[src/rtl/board_ctl_pkg.sv]
package board_ctl_pkg;
  // Byte offsets inside the decode window; software depends on these.
  localparam int unsigned OFF_BUILD = 32'h0000_0000;
  localparam int unsigned OFF_CLKHZ = 32'h0000_0004;
  localparam int unsigned OFF_LED   = 32'h0000_0008;
  localparam int unsigned OFF_SW    = 32'h0000_000C;
  localparam int unsigned OFF_RST   = 32'h0000_0010;
  // Value that must land on OFF_RST to request a system reset.
  localparam logic [31:0] RST_MAGIC = 32'h0000_DEAD;
endpackage

[src/rtl/bctl_sync.sv]
module bctl_sync #(
  parameter int unsigned W = 8
) (
  input  logic         clk,
  input  logic         rst_n,
  input  logic [W-1:0] d_async,
  output logic [W-1:0] q_sync
);
  logic [W-1:0] meta_q, meta_d;
  logic [W-1:0] stab_q, stab_d;

  always_comb begin
    meta_d = d_async;
    stab_d = meta_q;
  end

  always_ff @(posedge clk or negedge rst_n) begin
    if (!rst_n) begin
      meta_q <= '0;
      stab_q <= '0;
    end else begin
      meta_q <= meta_d;
      stab_q <= stab_d;
    end
  end

  assign q_sync = stab_q;
endmodule

[src/rtl/bctl_pulse.sv]
module bctl_pulse (
  input  logic clk,
  input  logic rst_n,
  input  logic fire,
  output logic pulse
);
  logic pulse_q, pulse_d;

  always_comb pulse_d = fire;

  always_ff @(posedge clk or negedge rst_n) begin
    if (!rst_n) pulse_q <= 1'b0;
    else        pulse_q <= pulse_d;
  end

  assign pulse = pulse_q;

  // request is low while reset is held
  always_comb begin
    if (!rst_n) a_req_in_reset_r6: assert (pulse_q == 1'b0);
  end
endmodule

[src/rtl/board_ctl_regs.sv]
module board_ctl_regs
  import board_ctl_pkg::*;
#(
  parameter int unsigned ADDR_W     = 16,
  parameter int unsigned DATA_W     = 32,
  parameter int unsigned LED_W      = 8,
  parameter int unsigned SW_W       = 8,
  parameter logic [31:0] BUILD_CODE = 32'h0927_2011,
  parameter int unsigned CLK_HZ     = 10_000_000
) (
  input  logic              clk,
  input  logic              rst_n,
  input  logic              bus_valid,
  input  logic              bus_we,
  input  logic [ADDR_W-1:0] bus_addr,
  input  logic [DATA_W-1:0] bus_wdata,
  output logic [DATA_W-1:0] bus_rdata,
  input  logic [SW_W-1:0]   sw_in,
  output logic [LED_W-1:0]  led_out,
  output logic              reset_req
);
  localparam logic [ADDR_W-1:0] A_BUILD = ADDR_W'(OFF_BUILD);
  localparam logic [ADDR_W-1:0] A_CLKHZ = ADDR_W'(OFF_CLKHZ);
  localparam logic [ADDR_W-1:0] A_LED   = ADDR_W'(OFF_LED);
  localparam logic [ADDR_W-1:0] A_SW    = ADDR_W'(OFF_SW);
  localparam logic [ADDR_W-1:0] A_RST   = ADDR_W'(OFF_RST);
  localparam logic [DATA_W-1:0] BUILD_W = DATA_W'(BUILD_CODE);
  localparam logic [DATA_W-1:0] CLK_W   = DATA_W'(CLK_HZ);
  localparam logic [DATA_W-1:0] MAGIC_W = DATA_W'(RST_MAGIC);

  logic rd_en, wr_en;
  assign rd_en = bus_valid & ~bus_we;
  assign wr_en = bus_valid & bus_we;

  // Switch synchronizer
  logic [SW_W-1:0] sw_sync;
  bctl_sync #(.W(SW_W)) u_sw_sync (
    .clk     (clk),
    .rst_n   (rst_n),
    .d_async (sw_in),
    .q_sync  (sw_sync)
  );

  // LED register
  logic [LED_W-1:0] led_q, led_d;
  logic             led_en;

  always_comb begin
    led_en = wr_en && (bus_addr == A_LED);
    led_d  = bus_wdata[LED_W-1:0];
  end

  always_ff @(posedge clk or negedge rst_n) begin
    if (!rst_n)      led_q <= '0;
    else if (led_en) led_q <= led_d;
  end

  assign led_out = led_q;

  // Reset request
  logic rst_fire;
  always_comb rst_fire = wr_en && (bus_addr == A_RST) && (bus_wdata == MAGIC_W);

  bctl_pulse u_rst_pulse (
    .clk   (clk),
    .rst_n (rst_n),
    .fire  (rst_fire),
    .pulse (reset_req)
  );

  // Read path
  logic [DATA_W-1:0] rdata_q, rdata_d;

  always_comb begin
    rdata_d = '0;
    if (rd_en) begin
      case (bus_addr)
        A_BUILD: rdata_d = BUILD_W;
        A_CLKHZ: rdata_d = CLK_W;
        A_LED:   rdata_d = DATA_W'(led_q);
        A_SW:    rdata_d = DATA_W'(sw_sync);
        default: rdata_d = '0;
      endcase
    end
  end

  always_ff @(posedge clk or negedge rst_n) begin
    if (!rst_n) rdata_q <= '0;
    else        rdata_q <= rdata_d;
  end

  assign bus_rdata = rdata_q;

  // Assertions
  // no read strobe in the previous cycle means idle read data
  p_rdata_idle_r8: assert property (@(posedge clk) disable iff (!rst_n)
    !$past(bus_valid && !bus_we) |-> (bus_rdata == '0));

  // the LEDs move only after a write at the LED offset
  p_led_hold_r7: assert property (@(posedge clk) disable iff (!rst_n)
    !$past(bus_valid && bus_we && (bus_addr == A_LED)) |-> $stable(led_out));

  // an LED write lands on the pins one cycle later
  p_led_load_r3: assert property (@(posedge clk) disable iff (!rst_n)
    (bus_valid && bus_we && (bus_addr == A_LED)) |=> (led_out == $past(bus_wdata[LED_W-1:0])));

  // request is a single-cycle pulse
  p_req_single_r5: assert property (@(posedge clk) disable iff (!rst_n)
    reset_req |=> !reset_req);

  // request only follows a magic write at the reset offset
  p_req_cause_r5: assert property (@(posedge clk) disable iff (!rst_n)
    reset_req |-> $past(bus_valid && bus_we && (bus_addr == A_RST) && (bus_wdata == MAGIC_W)));

  // build-code read returns the constant
  p_build_r1: assert property (@(posedge clk) disable iff (!rst_n)
    (bus_valid && !bus_we && (bus_addr == A_BUILD)) |=> (bus_rdata == BUILD_W));
endmodule

[config.mk]
export PLATFORM = sky130hd
export DESIGN_NAME = board_ctl_regs
export DESIGN_NICKNAME = d
export VERILOG_FILES = /design/src/rtl/board_ctl_pkg.sv /design/src/rtl/bctl_sync.sv /design/src/rtl/bctl_pulse.sv /design/src/rtl/board_ctl_regs.sv
export SDC_FILE = /design/constraint.sdc
export NUM_CORES = 1
export LEC_CHECK = 0
export BUFFER_PORTS_ARGS = -buffer_cell sky130_fd_sc_hd__buf_2
export CAP_MARGIN = 20
export CORE_MARGIN = 10
export CORE_UTILIZATION = 44
export CTS_CLUSTER_SIZE = 8
export DETAILED_ROUTE_END_ITERATION = 8
export MAX_ROUTING_LAYER = met4
export PLACE_DENSITY = 0.84
export SKIP_LAST_GASP = 1
export SLEW_MARGIN = 20
export SYNTH_ARGS = -nofsm -noshare
export SYNTH_HDL_FRONTEND = slang
export SYNTH_SLANG_ARGS = --single-unit
[constraint.sdc]
create_clock -name clk -period 2.2 [get_ports clk]
set_input_delay 0.22 -clock clk [delete_from_list [all_inputs] [get_ports clk]]
set_output_delay 0.22 -clock clk [all_outputs]
set_load 0.01 [all_outputs]
## Word level (Yosys, flattened, before mapping)

Index checks and enable logic that the tools add are counted.

- Register bits: 57
- Logic and storage cells: 19
- Input bits: 60

- Muxes and demuxes: 2
- Reduce and logical (&&, ||, !) cells: 4
- Bitwise gates (word level): 3
- Equal/unequal tests: 5

Operators by type and width:

| operator | number |
|---|---|
| 28-bit one-hot mux with 4 select lines | 1 |
| 16-bit by 4-bit == test with 1-bit output, second input constant | 2 |
| 32-bit by 16-bit == test with 1-bit output, second input constant | 1 |
| 32-bit 2-to-1 mux | 1 |
| 16-bit by 3-bit == test with 1-bit output, second input constant | 1 |
| 16-bit by 5-bit == test with 1-bit output, second input constant | 1 |
| 16-bit logical NOT | 1 |
| 1-bit logical AND | 3 |
| 1-bit AND | 2 |
| 1-bit NOT | 1 |

## Depth between registers and ports, before layout

- Depth after elaboration: 3
- Gate-level depth with buffers: 5
- Depth with buffers taken out: 4

## Hierarchy

Synthesis repeated with hierarchy kept, for this count alone.

- Cell total of the unflattened synthesis: 116
- Area, all modules: 1507.7 um^2

By module, submodules not included:

| module | instances | area an instance (um^2) | cells an instance |
|---|---|---|---|
| board_ctl_regs | 1 | 1082.3 | 99 |
| bctl_sync | 1 | 400.4 | 16 |
| bctl_pulse | 1 | 25.0 | 1 |

## Worst setup path before layout

OpenSTA, ideal clock, no wires.

- Path kind: input to register
- From: input bus_addr[13]
- To: register led_q[0], in the netlist led_out[0]
- Slack: 0.664 ns
- Buffers on the path: 1
- Setup time: 0.125 ns
- Stages: 5
- Arrival: 1.411 ns
- Cells stage by stage: nor4_2 nand4_1 or3_1 buf_6 mux2_4

- Longest elaborated chain between the ends: 2

Ends and longest elaborated chain:

| element | line | text |
|---|---|---|
| start, declared | board_ctl_regs.sv:15 | `input logic [ADDR_W-1:0] bus_addr,` |
| 16-bit by 4-bit == test with 1-bit output | board_ctl_regs.sv:49 | `led_en = wr_en && (bus_addr == A_LED);` |
| 1-bit logical AND | board_ctl_regs.sv:49 |  |
| end signal, assigned | board_ctl_regs.sv:55 | `else if (led_en) led_q <= led_d;` |
| end, declared | board_ctl_regs.sv:45 | `logic [LED_W-1:0] led_q, led_d;` |

No other way between the ends.
A chain may end at the register's enable or synchronous reset.

## Final worst setup path

- From: input bus_addr[13]
- To: register led_q[6], in the netlist led_out[6]

The elaborated chain is that of the path after synthesis.

==> metrics.csv <==
stage,metric,value,unit
synthesis,synth_top_area_share,0.578,
clock_tree,cts-root-buf,clkbuf_4,
synthesis,yosysUniqueCellTypes,29,
layout,antenna-diode-count,0,
floorplan,fp.dieArea,6190,um2
floorplan,die-width,78.7,um
synthesis,synthTopCellsByCount,"dfrtp_1 (35), buf_4 (22), mux2_4 (8)",
run_status,status,"complete, no violations",
clock_tree,clk_latency,0.33,ns
sta,worstMarginPinSlew,0.717,ns
routing,drc,0,
sta,slew_viol_final,0,
sta,hold_ws,0.134,ns
critical_path,arrival,1.73,ns
routing,dr.pass1.iters,4,
synthesis,synthCells,117,
synthesis,synth_edf_count,0,
placement,place_hpwl,3310,um
global_route,antenna_found_initial,0,
layout,fillers,265,
power_and_ir_drop,peakVddDrop,0.000491,V
sta,timing.fmax,661,MHz
sta,relSlewSlack,0.522,
layout,area_growth,32.9,%
layout,final_area,2010,um2
synthesis,seq_area_frac_synth,0.578,
placement,gp_congestion,0.770,
sta,post-route-min-period,1.51,ns
power_and_ir_drop,power_leakage,0.00113,uW
global_route,grt_pass1_vias,1319,
layout,stdcell_count,254,
floorplan,num_rows,21,
run,cap_violations,0,
clock_tree,cts.sinks,35,
global_route,grt_max_degree,36,
synthesis,ys.flop_type,dfrtp_1,
placement,post_dp_cell_area,1870,um2
critical_path,end_kind,flop,
critical_path,cp-start-kind,input pin,
synthesis,netlist_top_cells_area,"dfrtp_1 (58%), buf_4 (11%), mux2_4 (7.9%)",
synthesis,synth_most_common_cell,dfrtp_1,
routing,vias_per_cell,4.52,
routing,antenna_left,0,
critical_path,path_max_fanout,8,
clock_tree,cts-htree-levels,2,
clock_tree,cts_inserted_buffers,5,
min_path,hp-class,in2reg,
synthesis,synth_area_per_cell,13.0,um2
sta,skew,0.0139,ns
floorplan,die_h,78.7,um
placement,numPortBuffers,90,
layout,drive_above_1_share,0.524,
sta,setup_viol,0,
sta,rsz0062_at_grt,no,
synthesis,ys_ff_latch,35,
power_and_ir_drop,p_per_area,538,nW/um2
critical_path,criticalPathCategory,in2reg,
global_route,grt_pass1_wl,6490,um
clock_tree,cts.clk_slew.worst_paths,0.09,ns
global_route,overflow,0,
floorplan,core_area,3340,um2
sta,hold_viol_final,0,
routing,drt_wl_total,4010,um
clock_tree,cts_tree,done,
floorplan,start_util,0.454,
sta,fin_setup_tns,0,ns
layout,layout.nets,267,
synthesis,yosysWarnings,0,
routing,vias,1148,
routing,routedWlPerCell,15.8,um
clock_tree,clock_path_buffers,2,
global_route,grtUsageTotal,0.137,
placement,dp_cells,237,
sta,finalCritPeriodShare,0.687,
floorplan,io-pin-count,101,
synthesis,mappedNetlistArea,1520,um2
synthesis,async_reset_ff_frac,1.00,
routing,drt_iter0_drc,34,
synthesis,yosysTopAreaCell,dfrtp_1,
critical_path,crit_required,2.42,ns
-- placed cells by master, fill, tap and decap left out --
master,synthesis,layout
and3_1,1,1
nor4_1,4,4
nor4bb_1,1,1
nor4_2,2,2
nand2_1,1,1
mux2_4,8,8
clkbuf_1,1,2
nor3_2,1,1
nand4_1,3,3
o21ai_0,1,1
inv_1,1,1
o21bai_1,2,2
dlygate4sd3_1,0,9
mux2i_1,5,5
nor3_1,2,2
clkinv_2,0,1
nor2_1,6,6
nand4b_1,3,3
or3_1,1,1
conb_1,1,10
nand3_1,3,3
and2_1,1,1
nor3b_1,2,2
buf_2,0,90
nand3b_1,1,1
and4b_1,2,2
a21oi_1,3,3
and2_2,2,2
clkbuf_4,0,5
dfrtp_1,35,35
-- registers in the layout, indices dropped and copies added (netlist names) --
register and flops:
u_rst_pulse.pulse 1, u_sw_sync.meta_q 8, bus_rdata 10, u_sw_sync.q_sync 8, led_out 8
-- cell type report --
type	instances	area (um2)	share of cell area
Clock buffer	7	45.0	0.0224
Clock inverter	1	5.00	0.00249
Inverter	1	3.75	0.00186
Multi-Input combinational cell	65	485	0.241
Sequential cell	35	876	0.435
Tap cell	46	57.6	0.0286
Timing Repair Buffer	99	541	0.268
-- metrics by stage --
step	util	power (uW)	setup WS, ns
finish	0.603	1080	0.688
floorplan	-	715	0.664
global route	0.603	1140	0.611
detailed placement	0.561	774	0.319
global placement	0.561	770	0.377
CTS	0.603	1090	0.675
-- metal layers --
layer  vias up  global-route usage  wire (um)
li1        559                   -          -
met1       520               0.144       1510
met2        60               0.225       2070
met3         9              0.0615        370
met4         0              0.0484         63
met5         -                   -          0
-- logic make-up (layout without fill, tap and decap cells) --
logic type	count (synthesis)	in the layout	share of synthesized area
simple gates	36	36	0.160
flops	35	35	0.578
buf+inv	26	108	0.124
mux	13	13	0.112
compound gates	6	6	0.0231
other cells	1	10	0.00247
-- worst paths after layout --
kind | from | slack, ns | depth (start not counted) | end
min in group asynchronous | rst_n | 0.50 | 2 | u_sw_sync.q_sync[5]
min reg2reg | u_sw_sync.meta_q[5] | 0.35 | 0 | u_sw_sync.q_sync[5]
max | bus_addr[13] | 0.69 | 5 | led_out[6]
max reg2reg | led_out[7] | 1.40 | 1 | led_out[7]
max in group asynchronous | rst_n | 1.23 | 2 | bus_rdata[1]
min | bus_wdata[2] | 0.13 | 2 | led_out[2]
-- power by group --
group,internal [uW],leakage [uW],switching [uW]
registers,658,0.000452,4.73
logic,59.2,0.000652,53.1
clock network,124,0.0000293,184
-- worst max-delay path, cell delays in order --
cell and delay, ns:
buf_2 0.11, nor4_2 0.30, nand4_1 0.15, or3_1 0.58
mux2_4 0.37
-- repair_timing --
action / in CTS / in global routing
buffers inserted: 0 / 0
hold buffers: 9 / 0
hold endpoints to repair: 43 / 0
resized for setup: 0 / 0
(Power assumes the default switching activity.)
